## src/rtl/rtc_tick_pkg.sv

```systemverilog
// Package: shared select-code type and the fixed code assignments of the
// timer output. Assumes a 4-bit select field with the constant and
// carry-pulse codes placed above the square-wave codes.
package rtc_tick_pkg;
    localparam int SEL_W = 4;
    typedef logic [SEL_W-1:0] sel_t;

    // Number of square-wave codes (0 .. NUM_SQ-1)
    localparam int NUM_SQ  = 12;
    localparam sel_t SEL_MIN = sel_t'(12);
    localparam sel_t SEL_TEN = sel_t'(13);
    localparam sel_t SEL_HI  = sel_t'(14);
    localparam sel_t SEL_LO  = sel_t'(15);
endpackage

```

## src/rtl/rtc_prescaler.sv

```systemverilog
// Module: free-running timebase prescaler. It produces the busy window
// around each second boundary (the wrap of the counter) and the fixed
// 4096 Hz output. Assumes clk is the 32768 Hz timebase. The counter starts
// at BUSY_POST after reset, so the window does not open at reset release.
module rtc_prescaler #(
    parameter int DIV_W     = 15,
    parameter int KHZ_LOG2  = 3,
    parameter int BUSY_PRE  = 3,
    parameter int BUSY_POST = 3
) (
    input  logic clk,
    input  logic rst_n,
    output logic busy,
    output logic khz
);
    localparam longint SPAN = longint'(1) << DIV_W;
    localparam logic [DIV_W-1:0] WIN_OPEN  = DIV_W'(SPAN - BUSY_PRE);
    localparam logic [DIV_W-1:0] WIN_CLOSE = DIV_W'(BUSY_POST);
    localparam logic [DIV_W-1:0] CNT_INIT  = DIV_W'(BUSY_POST);
    localparam int KHZ_BIT = KHZ_LOG2 - 1;
    localparam int WIN     = BUSY_PRE + BUSY_POST;
    localparam int RUN_W   = $clog2(WIN + 2);

    logic [DIV_W-1:0] pre_cnt;

    // Advance the prescaler by one every timebase cycle
    always_ff @(posedge clk) begin
        if (!rst_n) pre_cnt <= CNT_INIT;
        else        pre_cnt <= pre_cnt + 1'b1;
    end

    // Decode the window that brackets the wrap (second boundary)
    always_comb begin
        busy = (pre_cnt >= WIN_OPEN) || (pre_cnt < WIN_CLOSE);
    end

    // Register the divided-by-8 output for a clean pin
    always_ff @(posedge clk) begin
        if (!rst_n) khz <= 1'b0;
        else        khz <= pre_cnt[KHZ_BIT];
    end

    // Checker state: length of the current busy run
    logic [RUN_W-1:0] busy_run;
    always_ff @(posedge clk) begin
        if (!rst_n)    busy_run <= '0;
        else if (busy) busy_run <= busy_run + 1'b1;
        else           busy_run <= '0;
    end

    // each busy run lasts exactly the window length
    a_r5_busy_len: assert property (@(posedge clk) disable iff (!rst_n)
        $fell(busy) |-> (busy_run == RUN_W'(WIN)));

    // the 4 kHz pin never holds a level for only one cycle
    a_r4_khz_min_level: assert property (@(posedge clk) disable iff (!rst_n)
        (khz != $past(khz)) && $past(rst_n) |=> $stable(khz));
endmodule

```

## src/rtl/rtc_tout_sel.sv

```systemverilog
// Module: programmable timer output. It has its own phase counter, which
// restarts whenever the registered select code differs from the incoming
// one, and a generate-built bank of square-wave taps. It also edge-detects
// the two calendar carries. Assumes the carries are synchronous to clk.
module rtc_tout_sel
    import rtc_tick_pkg::*;
#(
    parameter int DIV_W = 15
) (
    input  logic clk,
    input  logic rst_n,
    input  sel_t sel,
    input  logic min_carry,
    input  logic ten_carry,
    output logic tmr
);
    localparam int NCODE = 1 << SEL_W;

    sel_t             sel_q;
    logic [DIV_W-1:0] ph_cnt;
    logic             min_prev;
    logic             ten_prev;
    logic [NCODE-1:0] sq;
    logic             tmr_d;

    // Track the select code and restart the phase counter on any change
    always_ff @(posedge clk) begin
        if (!rst_n) begin
            sel_q  <= SEL_LO;
            ph_cnt <= '0;
        end else begin
            sel_q  <= sel;
            ph_cnt <= (sel != sel_q) ? '0 : ph_cnt + 1'b1;
        end
    end

    // Remember the last carry levels for rising-edge detection
    always_ff @(posedge clk) begin
        if (!rst_n) begin
            min_prev <= 1'b0;
            ten_prev <= 1'b0;
        end else begin
            min_prev <= min_carry;
            ten_prev <= ten_carry;
        end
    end

    // One tap per code: square-wave codes take a phase bit, the rest are 0
    for (genvar k = 0; k < NCODE; k++) begin : g_tap
        if (k < NUM_SQ) begin : g_sq
            assign sq[k] = ph_cnt[DIV_W-1-k];
        end else begin : g_none
            assign sq[k] = 1'b0;
        end
    end

    // Choose the next pin level from the registered select code
    always_comb begin
        case (sel_q)
            SEL_MIN: tmr_d = min_carry & ~min_prev;
            SEL_TEN: tmr_d = ten_carry & ~ten_prev;
            SEL_HI:  tmr_d = 1'b1;
            SEL_LO:  tmr_d = 1'b0;
            default: tmr_d = sq[sel_q];
        endcase
    end

    // Register the pin so that no level lasts less than a cycle
    always_ff @(posedge clk) begin
        if (!rst_n) tmr <= 1'b0;
        else        tmr <= tmr_d;
    end

    // constant codes drive the pin on the next cycle
    a_r3_hold_hi: assert property (@(posedge clk) disable iff (!rst_n)
        (sel_q == SEL_HI) |=> tmr);
    a_r3_hold_lo: assert property (@(posedge clk) disable iff (!rst_n)
        (sel_q == SEL_LO) |=> !tmr);

    // a carry pulse on the pin is a single cycle wide
    a_r2_single_pulse: assert property (@(posedge clk) disable iff (!rst_n)
        tmr && ((sel_q == SEL_MIN) || (sel_q == SEL_TEN)) |=> !tmr);

    // one cycle after a code change the new square starts low
    a_r10_restart_low: assert property (@(posedge clk) disable iff (!rst_n)
        (sel != sel_q) && (sel < SEL_MIN) |=> ##1 !tmr);
endmodule

```

## src/rtl/rtc_miss_flag.sv

```systemverilog
// Module: sticky missed-tick flag. Busy sets it; the trailing edge of the
// status-read strobe clears it; a set in the same cycle wins. Assumes
// stat_rd is synchronous to clk.
module rtc_miss_flag (
    input  logic clk,
    input  logic rst_n,
    input  logic busy,
    input  logic stat_rd,
    output logic missed
);
    logic rd_prev;
    logic rd_fall;

    // Keep the last strobe level for trailing-edge detection
    always_ff @(posedge clk) begin
        if (!rst_n) rd_prev <= 1'b0;
        else        rd_prev <= stat_rd;
    end

    // The strobe ends when it was high and is now low
    always_comb begin
        rd_fall = rd_prev & ~stat_rd;
    end

    // Update the flag, with set taking priority over clear
    always_ff @(posedge clk) begin
        if (!rst_n)       missed <= 1'b0;
        else if (busy)    missed <= 1'b1;
        else if (rd_fall) missed <= 1'b0;
    end

    // busy always leaves the flag set
    a_r6_set: assert property (@(posedge clk) disable iff (!rst_n)
        busy |=> missed);
    // a trailing edge outside busy clears the flag
    a_r6_clear: assert property (@(posedge clk) disable iff (!rst_n)
        rd_fall && !busy |=> !missed);
    // without busy or a trailing edge the flag holds
    a_r6_hold: assert property (@(posedge clk) disable iff (!rst_n)
        !busy && !rd_fall |=> $stable(missed));
    // a collision of set and clear leaves the flag at 1
    a_r7_set_wins: assert property (@(posedge clk) disable iff (!rst_n)
        busy && rd_fall |=> missed);
endmodule

```

## src/rtl/rtc_tick_status.sv

```systemverilog
// Module: top of the second-tick status and programmable output block.
// It joins the prescaler, the timer output selector and the missed-tick
// flag, and packs the status nibble. Assumes one clock (the timebase) and
// inputs synchronous to it.
module rtc_tick_status
    import rtc_tick_pkg::*;
#(
    parameter int DIV_W     = 15,
    parameter int KHZ_LOG2  = 3,
    parameter int BUSY_PRE  = 3,
    parameter int BUSY_POST = 3
) (
    input  logic       clk,
    input  logic       rst_n,
    input  logic [3:0] sel,
    input  logic       min_carry,
    input  logic       ten_carry,
    input  logic       stat_rd,
    output logic       tmr_out,
    output logic       khz_out,
    output logic [3:0] status
);
    logic busy;
    logic missed;

    rtc_prescaler #(
        .DIV_W(DIV_W), .KHZ_LOG2(KHZ_LOG2),
        .BUSY_PRE(BUSY_PRE), .BUSY_POST(BUSY_POST)
    ) u_pre (
        .clk(clk), .rst_n(rst_n), .busy(busy), .khz(khz_out)
    );

    rtc_tout_sel #(.DIV_W(DIV_W)) u_tout (
        .clk(clk), .rst_n(rst_n), .sel(sel_t'(sel)),
        .min_carry(min_carry), .ten_carry(ten_carry), .tmr(tmr_out)
    );

    rtc_miss_flag u_miss (
        .clk(clk), .rst_n(rst_n), .busy(busy), .stat_rd(stat_rd),
        .missed(missed)
    );

    // Pack the status nibble: busy above the missed-tick flag
    always_comb begin
        status = {2'b00, busy, missed};
    end

    // the busy bit on the pins opens only after a quiet cycle
    a_r5_busy_opens: assert property (@(posedge clk) disable iff (!rst_n)
        $rose(status[1]) |-> $past(rst_n) && !$past(status[1]));
endmodule

```

## config.mk

```make
export PLATFORM = sky130hd
export DESIGN_NAME = rtc_tick_status
export DESIGN_NICKNAME = d
export VERILOG_FILES = /design/src/rtl/rtc_tick_pkg.sv /design/src/rtl/rtc_prescaler.sv /design/src/rtl/rtc_tout_sel.sv /design/src/rtl/rtc_miss_flag.sv /design/src/rtl/rtc_tick_status.sv
export SDC_FILE = /design/constraint.sdc
export NUM_CORES = 1
export LEC_CHECK = 0
export BUFFER_PORTS_ARGS = -buffer_cell sky130_fd_sc_hd__buf_2
export CAP_MARGIN = 5
export CORE_AREA = 5 5 74 76
export CTS_BUF_LIST = sky130_fd_sc_hd__clkbuf_4
export DETAILED_ROUTE_END_ITERATION = 7
export DIE_AREA = 0 0 79 81
export PLACE_DENSITY = 0.6
export SETUP_SLACK_MARGIN = 0.4
export SLEW_MARGIN = 25
export SYNTH_ARGS = -nofsm -noshare
export SYNTH_HDL_FRONTEND = slang
export SYNTH_SLANG_ARGS = --single-unit
export TNS_END_PERCENT = 50
```

## constraint.sdc

```tcl
create_clock -name clk -period 2.59 [get_ports clk]
set_clock_uncertainty 0.1 [all_clocks]
set_input_delay 0.777 -clock clk [delete_from_list [all_inputs] [get_ports clk]]
set_output_delay 0.777 -clock clk [all_outputs]
set_load 0.1 [all_outputs]
```

Word level (Yosys, flattened, before mapping)
Index checks and enable logic that the tools add are counted.
{"block": "op_classes", "n_addsub": 2, "n_lt_le_gt_ge": 3, "n_eq_ne": 5, "muxes": 5, "bitwise": 7, "n_reduce_logical": 3}
{"op": "adder 15 x 1 -> 15 bit, second input constant", "count": 2}
{"op": "equality test 4 bit, second input constant", "count": 4}
{"op": "greater-or-equal comparator 15 bit, second input constant", "count": 1}
{"op": "< comparator 15 x 2 -> 1 bit, second input constant", "count": 1}
{"op": "< comparator 4 x 5 -> 1 bit, second input constant", "count": 1}
{"op": "binary-select mux 1 bit (select 4 bit)", "count": 1}
{"op": "!= test 4 bit", "count": 1}
{"op": "NOT 1 bit", "count": 4}
{"op": "one-hot mux 1 bit (4 select lines)", "count": 1}
{"op": "AND 1 bit", "count": 3}
{"op": "two-way mux 1 bit", "count": 3}
{"op": "nonzero test 2 bit", "count": 1}
{"op": "OR reduction 2 bit", "count": 1}
{"op": "logical OR 1 bit", "count": 1}
{"block": "totals", "ff_bits": 40, "in_bits": 9, "out_inout_bits": 6, "elab_cells": 34}

Depth between registers and ports, before layout
Gate-level depths: netlist of run 1.
{"block": "logic_depth", "depth_word": 4, "depth_mapped": 6, "depth_no_buf": 6}

By module
From an unflattened synthesis of run 1, not the netlist that was laid out.
{"block": "unflattened", "cells_unflattened": 206, "hier_area_um2": 1873.0}
{"mod": "rtc_tout_sel", "n_inst": 1, "cells_each": 105, "area_each_um2": 985.9, "seq_area_each_um2": 440.4}
{"mod": "rtc_prescaler", "n_inst": 1, "cells_each": 90, "area_each_um2": 785.8, "seq_area_each_um2": 320.3}
{"mod": "rtc_miss_flag", "n_inst": 1, "cells_each": 6, "area_each_um2": 67.6, "seq_area_each_um2": 40.0}
{"mod": "rtc_tick_status", "n_inst": 1, "cells_each": 5, "area_each_um2": 33.8, "seq_area_each_um2": 0.0}

Worst setup path after synthesis of run 1
Ideal clock, no wire load.
{"block": "synth_path", "path_type": "register to output", "start": "register u_pre.pre_cnt[2]", "end": "output port status[1]", "arrival_ps": 1337, "required_ps": 1713, "setup_slack_ps": 376, "path_stages_with_launch": 6, "path_buffers": 2, "path_cell_list": "dfxtp_1 -> and4_1 -> buf_4 -> nand4_1 -> o21ai_0 -> buf_4"}
{"block": "synth_via", "elab_chain_len": 2, "elab_cells_between_ends": 3, "classes_between": "order compare (2); reduce/logical (1)"}
{"element": "from (decl)", "line_no": "rtc_prescaler.sv:24", "rtl": "logic [DIV_W-1:0] pre_cnt;"}
{"element": "from (signal assigned)", "line_no": "rtc_prescaler.sv:29", "rtl": "else pre_cnt <= pre_cnt + 1'b1;"}
{"element": "greater-or-equal comparator 15 bit / < comparator 15 x 2 -> 1 bit (equally long branches)", "line_no": "rtc_prescaler.sv:34", "rtl": "busy = (pre_cnt >= WIN_OPEN) || (pre_cnt < WIN_CLOSE);"}
{"element": "logical OR 1 bit *", "line_no": "rtc_prescaler.sv:34"}
{"element": "to (decl)", "line_no": "rtc_tick_status.sv:21", "rtl": "output logic [3:0] status"}
Every way passes the cells marked *; elsewhere a longest branch is shown, timed or not.

Worst setup path after layout of run 1
{"block": "layout_path", "start": "register u_pre.pre_cnt[1]", "end": "output port status[1]"}
The elaborated chain is that of the path after synthesis.

==> results of run 1 <==
## cell families (layout without fill, tap and decap cells)
family                     count (synthesis)  count (layout)  share of synthesized area (%)
and+or+nand+nor                           84              84                          25.98
DFF                                       40              40                          43.87
xor gates and xnor gates                  25              25                          11.99
AOI/OAI and AO/OA                         17              17                          6.580
buffers and inverters                     16              33                          4.387
muxes                                      4               4                          4.935
adders and majority gates                  3               3                          2.056
other                                      1               2                         0.2054
## sequential cells by signal, summed over array words and instances, names as in the netlist
| signal | cells |
|---|---|
| u_tout.ten_prev | 1 |
| u_tout.ph_cnt | 15 |
| u_pre.khz | 1 |
| u_tout.tmr | 1 |
| u_miss.rd_prev | 1 |
| u_tout.sel_q | 4 |
| u_tout.min_prev | 1 |
| u_pre.pre_cnt | 15 |
| u_miss.missed | 1 |
## final timing paths
check | start | end | slack [ns] | depth (start not counted)
min | u_tout.ph_cnt[0]$_SDFF_PP0_ | u_tout.ph_cnt[0]$_SDFF_PP0_ | 0.38 | 1
max | u_pre.pre_cnt[1]$_SDFF_PN1_ | status[1] | 0.18 | 6
max reg2reg | u_tout.sel_q[3]$_SDFF_PN1_ | u_tout.tmr$_SDFF_PN0_ | 0.86 | 3
min reg2reg | u_tout.ph_cnt[0]$_SDFF_PP0_ | u_tout.ph_cnt[0]$_SDFF_PP0_ | 0.38 | 1
## critical path, delay by kind of cell (launching register included)
| kind | cells | cell delay, ns |
|---|---|---|
| adders and majority gates | 1 | 0.16 |
| AOI/OAI and AO/OA | 1 | 0.08 |
| DFF | 1 | 0.35 |
| and+or+nand+nor | 2 | 0.41 |
| buffers and inverters | 2 | 0.21 |
## cell usage after synthesis, types with 3 or more instances
library cell,count
a21boi_1,3
or3_1,4
xor2_1,5
nand2b_1,6
o21ai_0,4
buf_4,5
nor2_1,18
and2_1,13
nor4_1,5
nand4_1,8
inv_1,7
xnor2_1,20
nand2_1,9
nand3_1,9
nor3_1,6
dfxtp_1,40
mux4_1,3
ha_1,3
clkbuf_1,3
## area by class of cell
type / instances / area, µm²
well taps: 54 / 67.56
multi-input cells: 135 / 957.2
flip-flops and latches: 40 / 818.3
clock buffers: 7 / 52.55
clock inverters: 1 / 3.754
fillers: 454 / 2615
inverters: 7 / 26.28
repair buffers: 18 / 120.1
## power by group through the flow
| stage | clock [mW] | sequential, mW | combinational [mW] |
|---|---|---|---|
| floorplan | 0 | 0.686 | 0.131 |
| global placement | 0 | 0.669 | 0.180 |
| detailed placement | 0 | 0.670 | 0.180 |
| CTS | 0.332 | 0.656 | 0.189 |
| global route | 0.357 | 0.656 | 0.201 |
| finish | 0.310 | 0.653 | 0.189 |
## routing by layer
metal	up-vias	part of all wire, %	wire length [µm]	track usage [%]
met5	-	0	0	0
met4	0	1.3	43	4.983
met3	4	2.9	95	3.104
met2	18	48	1551	17.85
met1	624	48	1542	13.88
li1	688	-	-	-
## what timing repair did
item                       in CTS  in global routing
setup buffers                   2                  1
gates resized for setup        10                  5
setup endpoints to repair       1                  1
pin swaps                       2                  2
==> flow_summary.ini, run 1 <==
[die]
start_util_pct = 39.17
core_um2 = 4661
boundaryPins = 15
die-area_um2 = 6399
die_w_um = 79
rows = 25
die_h_um = 81

[timing]
hold_viol_final = 0
setup_slack_ns = 0.1773
rsz0062_at_grt = true
drv_slew = 0
fin_crit_sh_pct = 93.15
finalSetupViolCount = 0
min_period_ns = 2.413
fmax_ghz = 0.4145
whs_ns = 0.3752
tns_ns = 0

[grt]
grt_pass1_vias = 1231
grtUsageTotal_pct = 11.09
antenna_found_initial = 0
grt_pass1_wl_um = 5602
grt_max_degree = 21
grt_overflow = 0

[final_layout]
n_antenna_cell = 0
design_area_um2 = 2046
synthToLayoutAreaGrowth_pct = 12.06
fin_nets = 219
stdcell_count = 262
final_common_cell = dfxtp_1
postLayoutCoreUtil_pct = 43.89
drive_gt1_share_pct = 19.23
layout_common_cells = dfxtp_1 (32), xnor2_1 (20), nor2_1 (18), and2_1 (13), buf_2 (11)

[placement]
io_buffers = 12
place_inst = 251
place_area_um2 = 1941
dp_hpwl_um = 2245
dp_slack_ns = 0.3626
gp_congestion = 0.7783

[yosys]
yosys_warnings = 0
seq_area_frac_synth_pct = 43.87
synthArstFlopShare_pct = 0
synth_ff_type = dfxtp_1
ys_seq_elements = 40
yosysTopAreaCell = dfxtp_1
synth_edf_count = 0
syn-cell-area_um2 = 1826
synth_top_cell_area_share_pct = 43.87
ys_top_cells_by_area = dfxtp_1 (44%), xnor2_1 (9.6%), and2_1 (4.5%)
ys_types = 34
postSynthCellCount = 190
avgSynthCellArea_um2 = 9.608

[route]
wl_per_cell_um = 12.34
num_vias = 1334
drcViolationCount = 0
drt_iter0_markers = 76
routed_via_density = 5.092
drt-total-wl_um = 3232
ant_nets = 0
first_pass_iters = 4

[power]
pwr_density_cell_nw_per_um2 = 562.9
p_switching_mw = 0.3298
p_int_mw = 0.8217
total_power_mw = 1.152
pwr-share-seq_pct = 56.7
peakVddDrop_mv = 0.2788
clockPowerShare_pct = 26.9
p_comb_share_pct = 16.4
swShare_pct = 28.64
p_leak_nw = 0.7148

[run_status]
status = finished, final reports clean

[worst_setup_path]
cpPeakStageDelay_ns = 0.35
path_class = flop to output port
crit_chain = inv_2 -> ha_2 -> or3_1 -> nand4_1 -> o21ai_2 -> buf_12
cp.required_ns = 1.71
startpoint_type = flop
slowest_stage = dfxtp_2
crit_arrival_ns = 1.54
crit_path_end_kind = output port
worstPathMaxFanout = 2

[cts]
clk_pin_slew_ns = 0.11
clock-sinks = 40
root_buffer = clkbuf_4
htree_levels = 2
clock_tree.buffer_depth = 2
hold_buffers = 0
numCtsBuffers = 5
cts_tree = yes
clk_latency_ns = 0.32

[min_path]
hp-class = flop to flop

[flow_run]
maxCapViolations = 0
(Power assumes the default switching activity.)
==> run 2: changes to the inputs <==
CORE_AREA = 5 5 78 73   (was 5 5 74 76)
DIE_AREA = 0 0 83 78   (was 0 0 79 81)
PLACE_DENSITY = 0.59   (was 0.6)
clock period = 2.38 ns   (was 2.59 ns; I/O delays follow)
==> flow_summary.ini, run 2 (synthesized netlist as in run 1, its figures left out) <==
[run_status]
status = finished, violations left
violations = setup timing

[timing]
whs_ns = 0.3791
tns_ns = -0.002586
min_period_ns = 2.383
setup_slack_ns = -0.002586
hold_viol_final = 0
fin_crit_sh_pct = 100.1
rsz0062_at_grt = true
finalSetupViolCount = 1
fmax_ghz = 0.4197
drv_slew = 0

[route]
met1_length_um = 1769
dr.max_layer_used = met4
routed_via_density = 4.791
wl_met3_um = 142
first_pass_iters = 4
wl_per_cell_um = 12.33
drcViolationCount = 0
num_vias = 1327
drt-total-wl_um = 3415
ant_nets = 0
drt_iter0_markers = 72
route.met2.wl_um = 1450

[cts]
cts_tree = yes
root_buffer = clkbuf_4
clock-sinks = 40
htree_levels = 2
clk_pin_slew_ns = 0.11
clock_tree.buffer_depth = 2
hold_buffers = 0
clk_latency_ns = 0.33
numCtsBuffers = 5

[die]
boundaryPins = 15
die_w_um = 83
start_util_pct = 38.48
die_h_um = 78
core_um2 = 4745
die-area_um2 = 6474
rows = 24

[grt]
grt_max_degree = 16
grt_overflow = 0
grt_pass1_vias = 1268
grt_pass1_wl_um = 5802
antenna_found_initial = 0
grtUsageTotal_pct = 11.05

[worst_setup_path]
worstPathMaxFanout = 4
cp.required_ns = 1.57
crit_path_end_kind = output port
startpoint_type = flop
cpPeakStageDelay_ns = 0.37
crit_arrival_ns = 1.57
crit_chain = buf_4 -> or3_1 -> nand4_1 -> o21ai_2 -> buf_12
slowest_stage = or3_1
path_class = flop to output port

[final_layout]
layout_common_cells = dfxtp_1 (31), xnor2_1 (20), nor2_1 (18), and2_1 (13)
fin_nets = 224
final_common_cell = dfxtp_1
drive_gt1_share_pct = 22.17
reg_top3 = u_pre.pre_cnt x15, u_tout.ph_cnt x15, u_tout.sel_q x4
design_area_um2 = 2097
postLayoutCoreUtil_pct = 44.20
synthToLayoutAreaGrowth_pct = 14.87
n_antenna_cell = 0

[min_path]
hp-class = flop to flop

[flow_run]
maxCapViolations = 0

[power]
total_power_mw = 1.245
peakVddDrop_mv = 0.2239
p_leak_nw = 0.7412
pwr_density_cell_nw_per_um2 = 593.5

[placement]
place_area_um2 = 1971
io_buffers = 12
gp_congestion = 0.7922
dp_hpwl_um = 2370
## run 2: final timing paths
path / start / to / slack, ns / cells past startpoint
worst min register to register: u_tout.ph_cnt[0]$_SDFF_PP0_ / u_tout.ph_cnt[0]$_SDFF_PP0_ / 0.38 / 1
worst max register to register: u_tout.sel_q[3]$_SDFF_PN1_ / u_tout.tmr$_SDFF_PN0_ / 0.61 / 3
worst min-delay path: u_tout.ph_cnt[0]$_SDFF_PP0_ / u_tout.ph_cnt[0]$_SDFF_PP0_ / 0.38 / 1
worst max-delay path: u_pre.pre_cnt[1]$_SDFF_PN1_ / status[1] / -0.003 / 5
## run 2: area by class of cell
cell class                 instances  area, µm²
fill                             488       2648
multi-input combinational        135      962.2
sequential                        40      819.5
timing repair buffer              23      157.7
tap                               65      81.33
clock buffer                       6      45.04
inverter                           7      26.28
clock inverter                     1      5.005
## run 2: power by group
part | leakage [nW] | total [mW] | switching, mW | internal [mW]
sequential | 0.330 | 0.712 | 0.0216 | 0.691
combinational | 0.380 | 0.208 | 0.139 | 0.0694
clock | 0.0315 | 0.324 | 0.204 | 0.120
## run 2: repair_timing
item,4_1_cts,5_1_grt
pin swaps,2,1
setup buffers,3,4
resized for setup,9,3
gates cloned,0,0
endpoints found under the setup margin,1,1
## run 2: per-stage QoR
| stage | worst slack [ns] | cells |
|---|---|---|
| detailed placement | 0.3009 | 263 |
| finish | -0.002586 | 277 |
| global route | -0.05970 | 277 |
| CTS | -0.006176 | 273 |
| floorplan | 0.3889 | 191 |
| global placement | 0.3330 | 263 |
## run 2: critical path, delay by kind of cell (launching register included)
family / cells / cell delay, ns
buffers and inverters: 2 / 0.31
AND/OR/NAND/NOR: 2 / 0.49
AO/OA/AOI/OAI: 1 / 0.10
flip-flops: 1 / 0.34
## run 2: routing by layer
metal,track usage [%],vias up
met5,0,-
li1,-,696
met3,4.025,7
met2,15.87,19
met1,15.02,605
met4,4.412,0
==> run 3: changes to the inputs <==
PLACE_DENSITY = not set   (was 0.59)
PLACE_DENSITY_LB_ADDON = 0.05   (was not set)
==> flow_summary.ini, run 3 (synthesized netlist as in run 1, its figures left out) <==
[min_path]
hp-class = flop to flop

[grt]
antenna_found_initial = 0
grt_max_degree = 21
grt_pass1_wl_um = 6106
grt_pass1_vias = 1226
grtUsageTotal_pct = 11.57
grt_overflow = 0

[worst_setup_path]
slowest_stage = or3_1
cp.required_ns = 1.57
crit_path_end_kind = output port
crit_chain = buf_4 -> or3_1 -> nand4_1 -> o21ai_2 -> buf_12
worstPathMaxFanout = 4
path_class = flop to output port
cpPeakStageDelay_ns = 0.37
crit_arrival_ns = 1.55
startpoint_type = flop
ff2ff_setup_slack_ns = 0.59

[final_layout]
reg_top3 = u_pre.pre_cnt x15, u_tout.ph_cnt x15, u_tout.sel_q x4
layout_common_cells = dfxtp_1 (32), xnor2_1 (20), nor2_1 (18), and2_1 (13), buf_2 (11)
postLayoutCoreUtil_pct = 43.35
design_area_um2 = 2057
final_common_cell = dfxtp_1
drive_gt1_share_pct = 19.23
stdcell_count = 273
synthToLayoutAreaGrowth_pct = 12.68
fin_nets = 219
n_antenna_cell = 0

[die]
core_um2 = 4745
die_w_um = 83
die-area_um2 = 6474
start_util_pct = 38.48
boundaryPins = 15
die_h_um = 78
rows = 24

[timing]
rsz0062_at_grt = true
tns_ns = 0
drv_slew = 0
fmax_ghz = 0.4234
hold_viol_final = 0
min_period_ns = 2.362
fin_crit_sh_pct = 99.24
whs_ns = 0.3781
finalSetupViolCount = 0

[cts]
htree_levels = 2
clock_tree.buffer_depth = 2
clk_pin_slew_ns = 0.11
clk_latency_ns = 0.33
root_buffer = clkbuf_4
cts_tree = yes
clock-sinks = 40
numCtsBuffers = 5

[placement]
place_area_um2 = 1963
gp_congestion = 0.7560
io_buffers = 12
place_inst = 262
dp_hpwl_um = 2554

[route]
drt_iter0_markers = 95
wl_per_cell_um = 12.88
first_pass_iters = 3
routed_via_density = 4.839
num_vias = 1321
ant_nets = 0
drt-total-wl_um = 3515
drcViolationCount = 0

[flow_run]
maxCapViolations = 0

[run_status]
status = finished, final reports clean

[power]
pwr_density_cell_nw_per_um2 = 613.0
p_leak_nw = 0.7174
peakVddDrop_mv = 0.3048
[run 3: cell count changes in the layout (fill, tap and decap cells not counted)]
cell,change
clkinv_1,+1
clkinv_2,-1
clkbuf_4,+1
ha_2,-1
dfxtp_2,+1
ha_1,+1
dfxtp_1,+1
dfxtp_4,-2
buf_4,-5
[run 3: layer usage]
layer  up-vias  share of wire [%]  global-route usage, %
met3         2                3.6                  3.814
met5         -                  0                      0
li1        692                  -                      -
met1       612                 54                  16.96
met4         0               0.60                  3.431
met2        15                 42                  15.95
[run 3: worst max-delay path, delay by kind of cell (launching register included)]
kind | cells | cell delay (ns)
simple gates | 2 | 0.48
flops | 1 | 0.35
buf+inv | 2 | 0.31
compound gates | 1 | 0.09
[run 3: power by group]
part	leakage [nW]	internal (mW)	total, mW	switching [mW]
Sequential	0.329	0.692	0.715	0.0225
Combinational	0.355	0.0676	0.205	0.138
Clock	0.0338	0.137	0.341	0.204
Total	0.717	0.897	1.26	0.364
[run 3: metrics by stage]
| step | setup slack, ns | total power [mW] |
|---|---|---|
| 6_report | 0.01812 | 1.261 |
| 5_1_grt | -0.1171 | 1.338 |
| 3_5_place_dp | 0.2691 | 0.9310 |
| 3_3_place_gp | 0.2912 | 0.9285 |
| 2_1_floorplan | 0.3889 | 0.9011 |
| 4_1_cts | -0.005257 | 1.284 |
[run 3: worst paths after layout]
check,start,to,depth (start not counted)
worst max-delay path,u_pre.pre_cnt[1]$_SDFF_PN1_,status[1],5
worst min-delay path,u_tout.ph_cnt[0]$_SDFF_PP0_,u_tout.ph_cnt[0]$_SDFF_PP0_,1
worst max register to register,u_tout.sel_q[3]$_SDFF_PN1_,u_tout.tmr$_SDFF_PN0_,3
worst min register to register,u_tout.ph_cnt[0]$_SDFF_PP0_,u_tout.ph_cnt[0]$_SDFF_PP0_,1
[run 3: area by class of cell]
cell class,count,area [µm²]
fill,521,2688
inverter,7,26.28
sequential,40,813.3
tap,65,81.33
multi-input combinational,135,959.7
clock inverter,1,3.754
timing repair buffer,18,120.1
clock buffer,7,52.55
[run 3: what timing repair did]
item	4_1_cts	5_1_grt
pin swaps	2	0
endpoints found under the setup margin	1	1
setup buffers	3	0
gates resized for setup	7	1
cloned	0	0
hold buffers	0	0
